`src/rtl/serial_rtc_pkg.sv`:
```
package serial_rtc_pkg;

  localparam int SectCount = 8;
  localparam int SectBytes = 32;
  localparam int RamDepth  = SectCount * SectBytes;
  localparam int RamAw     = $clog2(RamDepth);
  localparam int SectAw    = $clog2(SectCount);
  localparam int OffAw     = $clog2(SectBytes);
  localparam int SecsWidth = 32;
  localparam int SecsBytes = SecsWidth / 8;

  typedef enum logic [2:0] {
    TGT_NONE,
    TGT_SECS,
    TGT_TEST,
    TGT_WPROT,
    TGT_RAM,
    TGT_SECT
  } tgt_e;

  typedef struct packed {
    logic             valid;
    logic             isRead;
    tgt_e             tgt;
    logic [RamAw-1:0] idx;
  } cmd_t;

  typedef struct packed {
    logic             ramWr;
    logic             wpWr;
    logic [RamAw-1:0] ramAddr;
    logic [7:0]       wrByte;
    logic             loadRd;
    logic             rdSecs;
    logic [1:0]       secIdx;
    logic             shiftRd;
  } strobe_t;

  function automatic cmd_t decodeCmd(input logic [7:0] b);
    cmd_t       c;
    logic [4:0] w;
    c.valid  = 1'b0;
    c.isRead = b[7];
    c.tgt    = TGT_NONE;
    c.idx    = '0;
    w        = b[6:2];
    if (b[6:3] == 4'b0111) begin
      c.valid = 1'b1;
      c.tgt   = TGT_SECT;
      c.idx   = RamAw'(b[2:0]);
    end else if (b[1:0] == 2'b01) begin
      if (w[4:2] == 3'b000) begin
        c.valid = 1'b1;
        c.tgt   = TGT_SECS;
        c.idx   = RamAw'(w[1:0]);
      end else if (w == 5'h0C && !b[7]) begin
        c.valid = 1'b1;
        c.tgt   = TGT_TEST;
      end else if (w == 5'h0D && !b[7]) begin
        c.valid = 1'b1;
        c.tgt   = TGT_WPROT;
      end else if (w[4:2] == 3'b010) begin
        c.valid = 1'b1;
        c.tgt   = TGT_RAM;
        c.idx   = RamAw'({3'b100, w[1:0]});
      end else if (w[4]) begin
        c.valid = 1'b1;
        c.tgt   = TGT_RAM;
        c.idx   = RamAw'(w[3:0]);
      end
    end
    return c;
  endfunction

endpackage

```
`src/rtl/serial_rtc_ctrl.sv`:
```
module serial_rtc_ctrl
  import serial_rtc_pkg::*;
(
  input  logic    clk,
  input  logic    rstN,
  input  logic    serEnN,
  input  logic    serClk,
  input  logic    serDin,
  output strobe_t stb,
  output logic    rdOe,
  output logic    cmdBad
);

  typedef enum logic [1:0] {ST_RX, ST_ARM, ST_OUT} st_e;

  st_e              st, stNext;
  logic             clkPrev;
  logic [2:0]       bitCnt, bitCntNext;
  logic [2:0]       rdCnt, rdCntNext;
  logic [7:0]       shiftIn;
  cmd_t             pendCmd, pendCmdNext;
  logic             altValid, altValidNext;
  logic [OffAw-1:0] altOff, altOffNext;
  logic             badNext;

  logic       rise, fall, byteDone;
  logic [7:0] newByte;
  cmd_t       dec;

  assign rise     = serClk && !clkPrev && !serEnN;
  assign fall     = !serClk && clkPrev && !serEnN;
  assign byteDone = (st == ST_RX) && rise && (bitCnt == 3'd7);
  assign newByte  = {shiftIn[6:0], serDin};
  assign dec      = decodeCmd(newByte);

  always_comb begin
    stb          = '0;
    stNext       = st;
    bitCntNext   = bitCnt;
    rdCntNext    = rdCnt;
    pendCmdNext  = pendCmd;
    altValidNext = altValid;
    altOffNext   = altOff;
    badNext      = 1'b0;
    stb.wrByte   = newByte;
    if (serEnN) begin
      stNext       = ST_RX;
      bitCntNext   = '0;
      rdCntNext    = '0;
      pendCmdNext  = '0;
      altValidNext = 1'b0;
    end else begin
      unique case (st)
        ST_RX: begin
          if (rise) bitCntNext = bitCnt + 3'd1;
          if (byteDone) begin
            if (!pendCmd.valid) begin
              if (!dec.valid) begin
                badNext = 1'b1;
              end else if (dec.isRead && dec.tgt != TGT_SECT) begin
                stb.loadRd  = 1'b1;
                stb.rdSecs  = (dec.tgt == TGT_SECS);
                stb.secIdx  = dec.idx[1:0];
                stb.ramAddr = dec.idx;
                stNext      = ST_ARM;
              end else begin
                pendCmdNext = dec;
              end
            end else if (!altValid) begin
              pendCmdNext = '0;
              unique case (pendCmd.tgt)
                TGT_WPROT: stb.wpWr = 1'b1;
                TGT_RAM: begin
                  stb.ramWr   = 1'b1;
                  stb.ramAddr = pendCmd.idx;
                end
                TGT_SECT: begin
                  if (pendCmd.isRead) begin
                    stb.loadRd  = 1'b1;
                    stb.ramAddr = {pendCmd.idx[SectAw-1:0], newByte[6:2]};
                    stNext      = ST_ARM;
                  end else begin
                    pendCmdNext  = pendCmd;
                    altValidNext = 1'b1;
                    altOffNext   = newByte[6:2];
                  end
                end
                default: ;
              endcase
            end else begin
              stb.ramWr    = 1'b1;
              stb.ramAddr  = {pendCmd.idx[SectAw-1:0], altOff};
              pendCmdNext  = '0;
              altValidNext = 1'b0;
            end
          end
        end
        ST_ARM: begin
          if (fall) begin
            stNext    = ST_OUT;
            rdCntNext = '0;
          end
        end
        ST_OUT: begin
          if (fall) begin
            if (rdCnt == 3'd7) begin
              stNext     = ST_RX;
              bitCntNext = '0;
            end else begin
              stb.shiftRd = 1'b1;
              rdCntNext   = rdCnt + 3'd1;
            end
          end
        end
        default: stNext = ST_RX;
      endcase
    end
  end

  always_ff @(posedge clk) begin
    if (!rstN) begin
      st       <= ST_RX;
      clkPrev  <= 1'b0;
      bitCnt   <= '0;
      rdCnt    <= '0;
      shiftIn  <= '0;
      pendCmd  <= '0;
      altValid <= 1'b0;
      altOff   <= '0;
      cmdBad   <= 1'b0;
    end else begin
      st       <= stNext;
      clkPrev  <= serClk;
      bitCnt   <= bitCntNext;
      rdCnt    <= rdCntNext;
      if (st == ST_RX && rise) shiftIn <= newByte;
      pendCmd  <= pendCmdNext;
      altValid <= altValidNext;
      altOff   <= altOffNext;
      cmdBad   <= badNext;
    end
  end

  assign rdOe = (st == ST_OUT);

endmodule

```
`src/rtl/serial_rtc_datapath.sv`:
```
module serial_rtc_datapath
  import serial_rtc_pkg::*;
#(
  parameter logic [SecsWidth-1:0] RESET_SECS = '0
) (
  input  logic    clk,
  input  logic    rstN,
  input  logic    secTick,
  input  strobe_t stb,
  output logic    rdBit
);

  logic [SecsWidth-1:0] secs;
  logic [7:0]           ram [RamDepth];
  logic                 wpFlag;
  logic [7:0]           rdShift;
  logic [7:0]           secsByte;

  always_comb begin
    secsByte = '0;
    for (int i = 0; i < SecsBytes; i++) begin
      if (stb.secIdx == 2'(i)) secsByte = secs[i*8 +: 8];
    end
  end

  always_ff @(posedge clk) begin
    if (!rstN) begin
      secs    <= RESET_SECS;
      wpFlag  <= 1'b0;
      rdShift <= '0;
    end else begin
      if (secTick) secs <= secs + 1'b1;
      if (stb.wpWr) wpFlag <= stb.wrByte[7];
      if (stb.loadRd) rdShift <= stb.rdSecs ? secsByte : ram[stb.ramAddr];
      else if (stb.shiftRd) rdShift <= {rdShift[6:0], 1'b0};
    end
  end

  always_ff @(posedge clk) begin
    if (stb.ramWr && !wpFlag) ram[stb.ramAddr] <= stb.wrByte;
  end

  assign rdBit = rdShift[7];

endmodule

```
`src/rtl/serial_rtc.sv`:
```
module serial_rtc
  import serial_rtc_pkg::*;
#(
  parameter logic [31:0] RESET_SECS = 32'd0
) (
  input  logic clk,
  input  logic rstN,
  input  logic secTick,
  input  logic serEnN,
  input  logic serClk,
  input  logic serDin,
  output logic serDout,
  output logic serDoe,
  output logic cmdBad
);

  strobe_t stb;
  logic    rdBit;
  logic    rdOe;

  serial_rtc_ctrl u_ctrl (
    .clk    (clk),
    .rstN   (rstN),
    .serEnN (serEnN),
    .serClk (serClk),
    .serDin (serDin),
    .stb    (stb),
    .rdOe   (rdOe),
    .cmdBad (cmdBad)
  );

  serial_rtc_datapath #(.RESET_SECS(RESET_SECS)) u_dp (
    .clk     (clk),
    .rstN    (rstN),
    .secTick (secTick),
    .stb     (stb),
    .rdBit   (rdBit)
  );

  assign serDoe  = rdOe;
  assign serDout = rdOe & rdBit;

endmodule

```
`config.mk`:
```
export PLATFORM = sky130hd
export DESIGN_NAME = serial_rtc
export DESIGN_NICKNAME = d
export VERILOG_FILES = /design/src/rtl/serial_rtc_pkg.sv /design/src/rtl/serial_rtc_ctrl.sv /design/src/rtl/serial_rtc_datapath.sv /design/src/rtl/serial_rtc.sv
export SDC_FILE = /design/constraint.sdc
export NUM_CORES = 2
export LEC_CHECK = 0
export BUFFER_PORTS_ARGS = -buffer_cell sky130_fd_sc_hd__clkbuf_2
export CORE_ASPECT_RATIO = 1.1
export CORE_UTILIZATION = 35
export DETAILED_ROUTE_END_ITERATION = 12
export MAX_ROUTING_LAYER = met4
export PLACE_DENSITY = 0.57
export SYNTH_ARGS = -nofsm -noshare
export SYNTH_HDL_FRONTEND = slang
export SYNTH_SLANG_ARGS = --single-unit
```
`constraint.sdc`:
```
create_clock -name clk -period 18.4 [get_ports clk]
set_input_delay 0.92 -clock clk [delete_from_list [all_inputs] [get_ports clk]]
set_output_delay 0.92 -clock clk [all_outputs]
set_load 0.02 [all_outputs]
```
* Word level (Yosys, flattened, before mapping)
Memory sizes are Yosys's and may differ from the RTL's.
Cells that the tools add are included.
** Storage, ports and cells
- Memories :: 1
- RAM bits :: 2048
- Bits of input ports :: 6
- Register bits :: 77
** Cells by class
- Add/sub/neg operators :: 3
- Bitwise operators :: 7
- Eq/ne operators :: 30
- Reduce and logical (&&, ||, !) cells :: 32
- Multiplexer cells :: 81
** Memory list
- u_dp.ram :: words 256, bits a word 8, rd ports 1, clocked after memory_dff 0, wr ports 1, line serial_rtc_datapath.sv:14 : logic [7:0] ram [RamDepth];
** Operator list (number)
- 8-bit two-way mux :: 14
- 13-bit two-way mux :: 6
- 11-bit two-way mux :: 5
- 32-bit by 1-bit adder with 32-bit output (second input constant) :: 1
- 10-bit two-way mux :: 3
- 3-bit two-way mux :: 9
- 1-bit two-way mux :: 24
- 2-bit two-way mux :: 11
- 4-bit two-way mux :: 4
- 8-bit case mux with 2 select lines :: 1
- 3-bit == test (second input constant) :: 4
- 2-bit by 1-bit != test with 1-bit output (second input constant) :: 6
- 3-bit != test (second input constant) :: 4
- 3-bit case mux with 2 select lines :: 2
- 4-bit AND reduction :: 3
- 5-bit by 4-bit == test with 1-bit output (second input constant) :: 2
- 1-bit logical AND :: 10
- 9-bit AND reduction :: 1
- 2-bit nonzero test :: 4
- 7-bit AND reduction :: 1
- 3-bit by 1-bit adder with 3-bit output (second input constant) :: 2
- 2-bit by 1-bit == test with 1-bit output (second input constant) :: 3
- 2-bit == test (second input constant) :: 3
- 3-bit by 2-bit == test with 1-bit output (second input constant) :: 2
- other kinds (17) :: 28

* Longest topological paths before layout
- Depth in word-level cells :: 22
- Depth in mapped cells :: 18
- Gate-level depth less buffers :: 13

* Hierarchy
Synthesis repeated with hierarchy kept, for this count alone.
** Unflattened totals
- Cell total of the unflattened synthesis :: 4233
- Area total of the unflattened synthesis :: 83440.0 µm²
** By module, submodules not included
- serial_rtc_datapath :: sequential area each 62319.8 µm², times used 1, area an instance 81383.1 µm², cells each 3984
- serial_rtc_ctrl :: sequential area each 660.6 µm², times used 1, area an instance 2050.7 µm², cells each 248
- serial_rtc :: sequential area each 0.0 µm², times used 1, area an instance 6.3 µm², cells each 1

* Worst setup path before layout
OpenSTA, ideal clock, no wires.
- Path type :: register to register
- Start :: reg u_ctrl.shiftIn[6]
- End :: mem u_dp.ram[107][0] (enable)
- Path slack :: 11.463 ns
- Library setup time :: 0.370 ns
- Stages on the path, launching flop included :: 13
- Buffers on the path :: 6
- Clock period less this slack :: 6.937 ns
- Arrival :: 6.567 ns
- Cell sequence :: dfxtp_1 nand2b_1 nor4_4 a32oi_1 buf_6 nor2_1 buf_2 buf_2 buf_2 buf_2 nand2_1 clkbuf_1 nor2_1
** Between the ends
- Longest elaborated chain between the ends :: 15
- Elaborated cells between the ends (all ways) :: 23
- Those cells by class :: eq/ne: 1; mux: 18; reduce/logical: 4
** RTL lines
- from (decl) :: line serial_rtc_ctrl.sv:20 : logic [7:0] shiftIn;
- from (signal assigned) :: line serial_rtc_ctrl.sv:136 : if (st == ST_RX && rise) shiftIn <= newByte;
- 1-bit zero test :: line serial_rtc_pkg.sv:56, serial_rtc_pkg.sv:59
- 1-bit logical AND :: line serial_rtc_pkg.sv:59 : end else if (w == 5'h0D && !b[7]) begin
- 3-bit two-way mux :: line serial_rtc_pkg.sv:59
- 3-bit two-way mux :: line serial_rtc_pkg.sv:56 : end else if (w == 5'h0C && !b[7]) begin
- 11-bit two-way mux :: line serial_rtc_pkg.sv:52 : if (w[4:2] == 3'b000) begin
- 11-bit two-way mux :: line serial_rtc_pkg.sv:51 : end else if (b[1:0] == 2'b01) begin
- 11-bit two-way mux :: line serial_rtc_pkg.sv:47 : if (b[6:3] == 4'b0111) begin
- 3-bit != test :: line serial_rtc_ctrl.sv:60 : end else if (dec.isRead && dec.tgt != TGT_SECT) begin
- 1-bit logical AND :: line serial_rtc_ctrl.sv:60
- 8-bit two-way mux :: line serial_rtc_ctrl.sv:60
- 8-bit two-way mux * :: line serial_rtc_ctrl.sv:58 : if (!dec.valid) begin
- 8-bit two-way mux * :: line serial_rtc_ctrl.sv:57 : if (!pendCmd.valid) begin
- 10-bit two-way mux * :: line serial_rtc_ctrl.sv:56 : if (byteDone) begin
- 10-bit two-way mux * :: line serial_rtc_ctrl.sv:53 : unique case (st)
- 10-bit two-way mux * :: line serial_rtc_ctrl.sv:46 : if (serEnN) begin
- to (decl) :: line serial_rtc_datapath.sv:14
Mark *: on every way between the ends. The rest lies on a longest branch, timed or not.

* Worst setup path after layout
- Start :: reg u_ctrl.shiftIn[3]
- End :: reg u_dp.rdShift[0]
** Between the ends
- Longest elaborated chain between the ends :: 22
- Elaborated cells between the ends (all ways) :: 53
- Those cells by class :: eq/ne: 9; mux: 37; reduce/logical: 6; memory: 1
** RTL lines
- branches (longest 22 deep; another with 11-bit two-way mux)
- to (signal assigned) :: line serial_rtc_datapath.sv:34 : if (stb.loadRd) rdShift <= stb.rdSecs ? secsByte : ram[stb.ramAddr];
- to (signal assigned) :: line serial_rtc_datapath.sv:35 : else if (stb.shiftRd) rdShift <= {rdShift[6:0], 1'b0};
- to (decl) :: line serial_rtc_datapath.sv:16 : logic [7:0] rdShift;
Parallel ways; which one is timed is not known.
A chain may end at the register's enable or synchronous reset.

==> impl_results.md <==
* Final ANT Viol Nets at 0
* Count of final setup violators at 0
* Yosys reg bits at roughly 2100
* Worst-path fanout max at a little over 80
* RSZ-0062 raised after global routing: false
* Reg2reg end: u_dp.rdShift[0]
* Max-slew headroom at under 10%
* Asr flop ratio synth at 0%
* Fillers at 21100
* Setup crit end: u_dp.rdShift[0]
* Most frequent cells in the layout: edfxtp_1 (2048), nand2_1 (590), a21oi_1 (403), nor2_1 (359), a22oi_1 (299)
* Crit path max-delay family: compound AO/OA/AOI/OAI gates
* Clock network power share at 43.6%
* Synth warnings at 0
* Antenna violations before repair at 7
* Crit-path max cell delay at ~1.2 ns
* Maximum clock rate at 138 MHz
* Root Driver: clkbuf_16
* P_int at roughly 7500 uW
* Cell Rows at about 190
* Die H at around 510 um
* Crit path time final at roughly 7.3 ns
* Commonest non-fill, non-tap cell in the layout: edfxtp_1
* Global-route usage over all layers at a little over a fifth
* NetSw at 1830 uW
* IO Port Bufs at 8
* Reg clk slew, reported paths at 0.07 ns
* Largest net degree at the start of global routing at around 220
* Main combinational cell family by area after synthesis: compound AO/OA/AOI/OAI gates
* Total CTS buffers at just under 200
* Fin util at between 30 and 40%
* WP data arrival at a little over 8 ns
* WP buf/inv at 2
* GP Congestion at around 0.9
* Required @ worst endpoint at just under 20 ns
* Avg Inst Size Synth at approximately 15 um^2
* Worst reg2reg path depth at 13
* Top cell by count, worst path: o21ai_0
* Hold Crit Class: in2reg
* Critical path depth in cells at 13
* Worst Setup Path Type: reg2reg
* Worst Clk Skew at around 0.052 ns
* CP Cell Sequence: buf_4 > nor2b_1 > nor2_2 > a32o_4 > nand2_2 > buf_4 > o22ai_1 > o21ai_0 > o21ai_0 > o21ai_0 > a21oi_1 > a2111oi_0 > a32o_1
* Setup crit end kind: flop
* PwrDens at 103 nW/um^2
* Share of layout cells above drive strength 1 at 8.98%
* IO Count at 9
* Clk buf depth at 3
* Largest cells by area after synthesis: edfxtp_1 (76%), nand2_1 (2.8%), a22oi_1 (2.8%)
* CP startpoint: u_ctrl.shiftIn[3]
* CTS resizes at 0
* Number of remaining DRC errors at 0
* Switching share of power at around a fifth
* Top-area cell type share of the netlist area at 75.7%
* First-pass GRT wire length at about 350000 um
* Post-synthesis adder-cell area fraction at less than 1%
* Comb power frac at less than 1%
* Reg area at approximately 63000 um^2
* Final Cycle Share at slightly below 40%
* CTS tree: yes
* Slowest CP cell: a2111oi_0
* Drt pass-1 iters at 9
* Core area at 231000 um^2
* Multi-input gate area at about 17000 um^2
* Total number of vias at around 50000
* Worst reg2reg setup slack at about 11 ns
* Skew-Pair Late Insertion Delay at roughly 0.88 ns
* Startpoint Class: flop
* Hold Buf Count CTS at 0
* Status: finished clean
* Post-CTS setup buffers at 0
* Post-DP HPWL at 137000 um
* Vias/cell at ~5.8
* Initial Util at around a third
* Post-Synth Simple-Gate Area at roughly 6.4%
* Clk sinks at roughly 2100
* Actual slew at the worst max-slew pin at around 1.4 ns
* Worst IR Drop VDD at 0.0990 mV
* Xor/xnor cell area share of the yosys netlist at 0.280%
* Die X at ~460 um
* Die area at roughly 230000 um^2
* Layout area overhead at 12.1%
* Total routed wirelength at 246000 um
* Routed len/inst at 28.8 um
* Post-synth net total at 5371
* P_leak at around 0.029 uW
* TNS Setup at 0 ns
* Most area-hungry cell type in the Yosys netlist: edfxtp_1
* Proportion of synthesized area in mux cells at less than 1%
* Max-Cap Viols at 0
* CTS HTree Levels at 4
* Global route total overflow at 0
* Final #Nets at between 5000 and 6000
* Synth Area in Compound Gates at roughly 13%
* Reg-to-Reg Start: u_ctrl.shiftIn[3]
* Final Hold Vio Count at 0
* Number of enable flip-flop cells after synthesis at just over 2000
* Seq/Total Area, Yosys at approximately 78%
* Synth unique cells at between 70 and 80
* Most used DFF post-synth: edfxtp_1
* Vias in the first global route at between 40000 and 50000
* Fin. max-slew vios at 0
* Detailed Route Iter0 Violations at between 6000 and 7000
* Register share of total power at 56.0%
* Synth Instances at between 5000 and 6000
* Cell area after synthesis at around 80000 um^2
-- synthesized netlist by cell type, types with 4 or more instances --
cell type,n
clkbuf_1,184
nand2_1,609
o21ai_1,4
o21a_1,6
inv_1,9
nand3_1,28
a221oi_1,247
nand2b_1,9
a31oi_1,32
mux2i_1,18
nor4_1,42
a211oi_1,7
edfxtp_1,2048
buf_2,132
a32o_1,4
nor2_1,364
o31ai_1,14
a21oi_1,403
a222oi_1,46
nor3b_1,7
a22o_1,37
ha_1,5
nor3_1,59
nor2b_1,23
buf_1,68
dfxtp_1,74
nand4_1,7
xnor2_1,23
a21boi_0,14
and3_1,14
and2_1,31
or3_1,17
a221o_1,6
mux2_2,48
a41oi_1,5
o211ai_1,6
o22ai_1,267
a22oi_1,299
o21ai_0,84
-- cell type report --
type	count	share of cell area, %
multi-input cells	2841	18.5
repair buffers	108	1.03
inverters	9	0.0371
clock buffers	253	5.81
clock inverters	111	1.20
well taps	3085	4.24
diodes	5	0.0137
flip-flops and latches	2122	69.2
-- power by group through the flow --
stage | Combinational, uW | Sequential [uW] | Clock [uW]
6_report | 31.0 | 5230 | 4080
5_1_grt | 33.1 | 5230 | 4280
4_1_cts | 30.9 | 5230 | 4110
3_5_place_dp | 30.9 | 5340 | 0
3_3_place_gp | 30.0 | 5340 | 0
2_1_floorplan | 7.43 | 5340 | 0
-- logic make-up (layout without fill, tap and decap cells) --
group,count (synthesis),count (layout)
simple gates,1228,1228
flops,2122,2122
buf+inv,397,481
compound gates,1513,1513
other cells,0,5
fa+ha+maj,5,5
mux,69,69
xor+xnor,26,26
-- worst min-delay path by stage --
stage / start / to / slack (ns) / cells after the start
floorplan: u_ctrl.pendCmd[3] / u_ctrl.pendCmd[3] / 0.44 / 2
global placement: u_ctrl.pendCmd[3] / u_ctrl.pendCmd[3] / 0.46 / 2
detailed placement: u_ctrl.pendCmd[3] / u_ctrl.pendCmd[3] / 0.47 / 2
CTS: serClk / u_ctrl.clkPrev / 0.29 / 2
global route: serClk / u_ctrl.clkPrev / 0.35 / 2
finish: serClk / u_ctrl.clkPrev / 0.34 / 2
-- through the flow --
| stage | hold slack (ns) | setup slack, ns | total power [uW] | instance area (um^2) | std cells |
|---|---|---|---|---|---|
| final | 0.345 | 11.13 | 9340 | 91000 | 8534 |
| after global routing | 0.351 | 10.91 | 9540 | 91000 | 8533 |
| after CTS | 0.295 | 11.23 | 9370 | 91000 | 8529 |
| after detailed placement | 0.469 | 11.26 | 5370 | 84600 | 8165 |
| after global placement | 0.455 | 11.24 | 5370 | 84600 | 8165 |
| after floorplan | 0.442 | 11.46 | 5350 | 81200 | 5360 |
-- worst reg2reg max path, delay by kind of cell (launching register included) --
family / cells / cell delay, ns
buffers and inverters: 2 / 1.33
DFF: 1 / 0.80
and+or+nand+nor: 3 / 1.62
AOI/OAI and AO/OA: 8 / 3.47
-- flip-flops by register name, summed over array words and instances (netlist names) --
register         flops
u_dp.rdShift         8
u_ctrl.cmdBad        1
u_ctrl.st            2
u_dp.wpFlag          1
u_dp.ram          2048
u_ctrl.altValid      1
u_ctrl.bitCnt        3
u_ctrl.clkPrev       1
u_ctrl.altOff        5
u_ctrl.shiftIn       7
u_dp.secs           32
u_ctrl.pendCmd      10
u_ctrl.rdCnt         3
-- routing by layer --
metal	share of wire (%)	up-vias	wire (um)	global-route usage, %
met5	0	-	0	-
met3	9.3	452	22900	3.83
met4	3.9	0	9500	8.03
met2	47	2729	116000	32.7
li1	-	21100	-	-
met1	40	25400	98100	27.9
(Power assumes the default switching activity.)
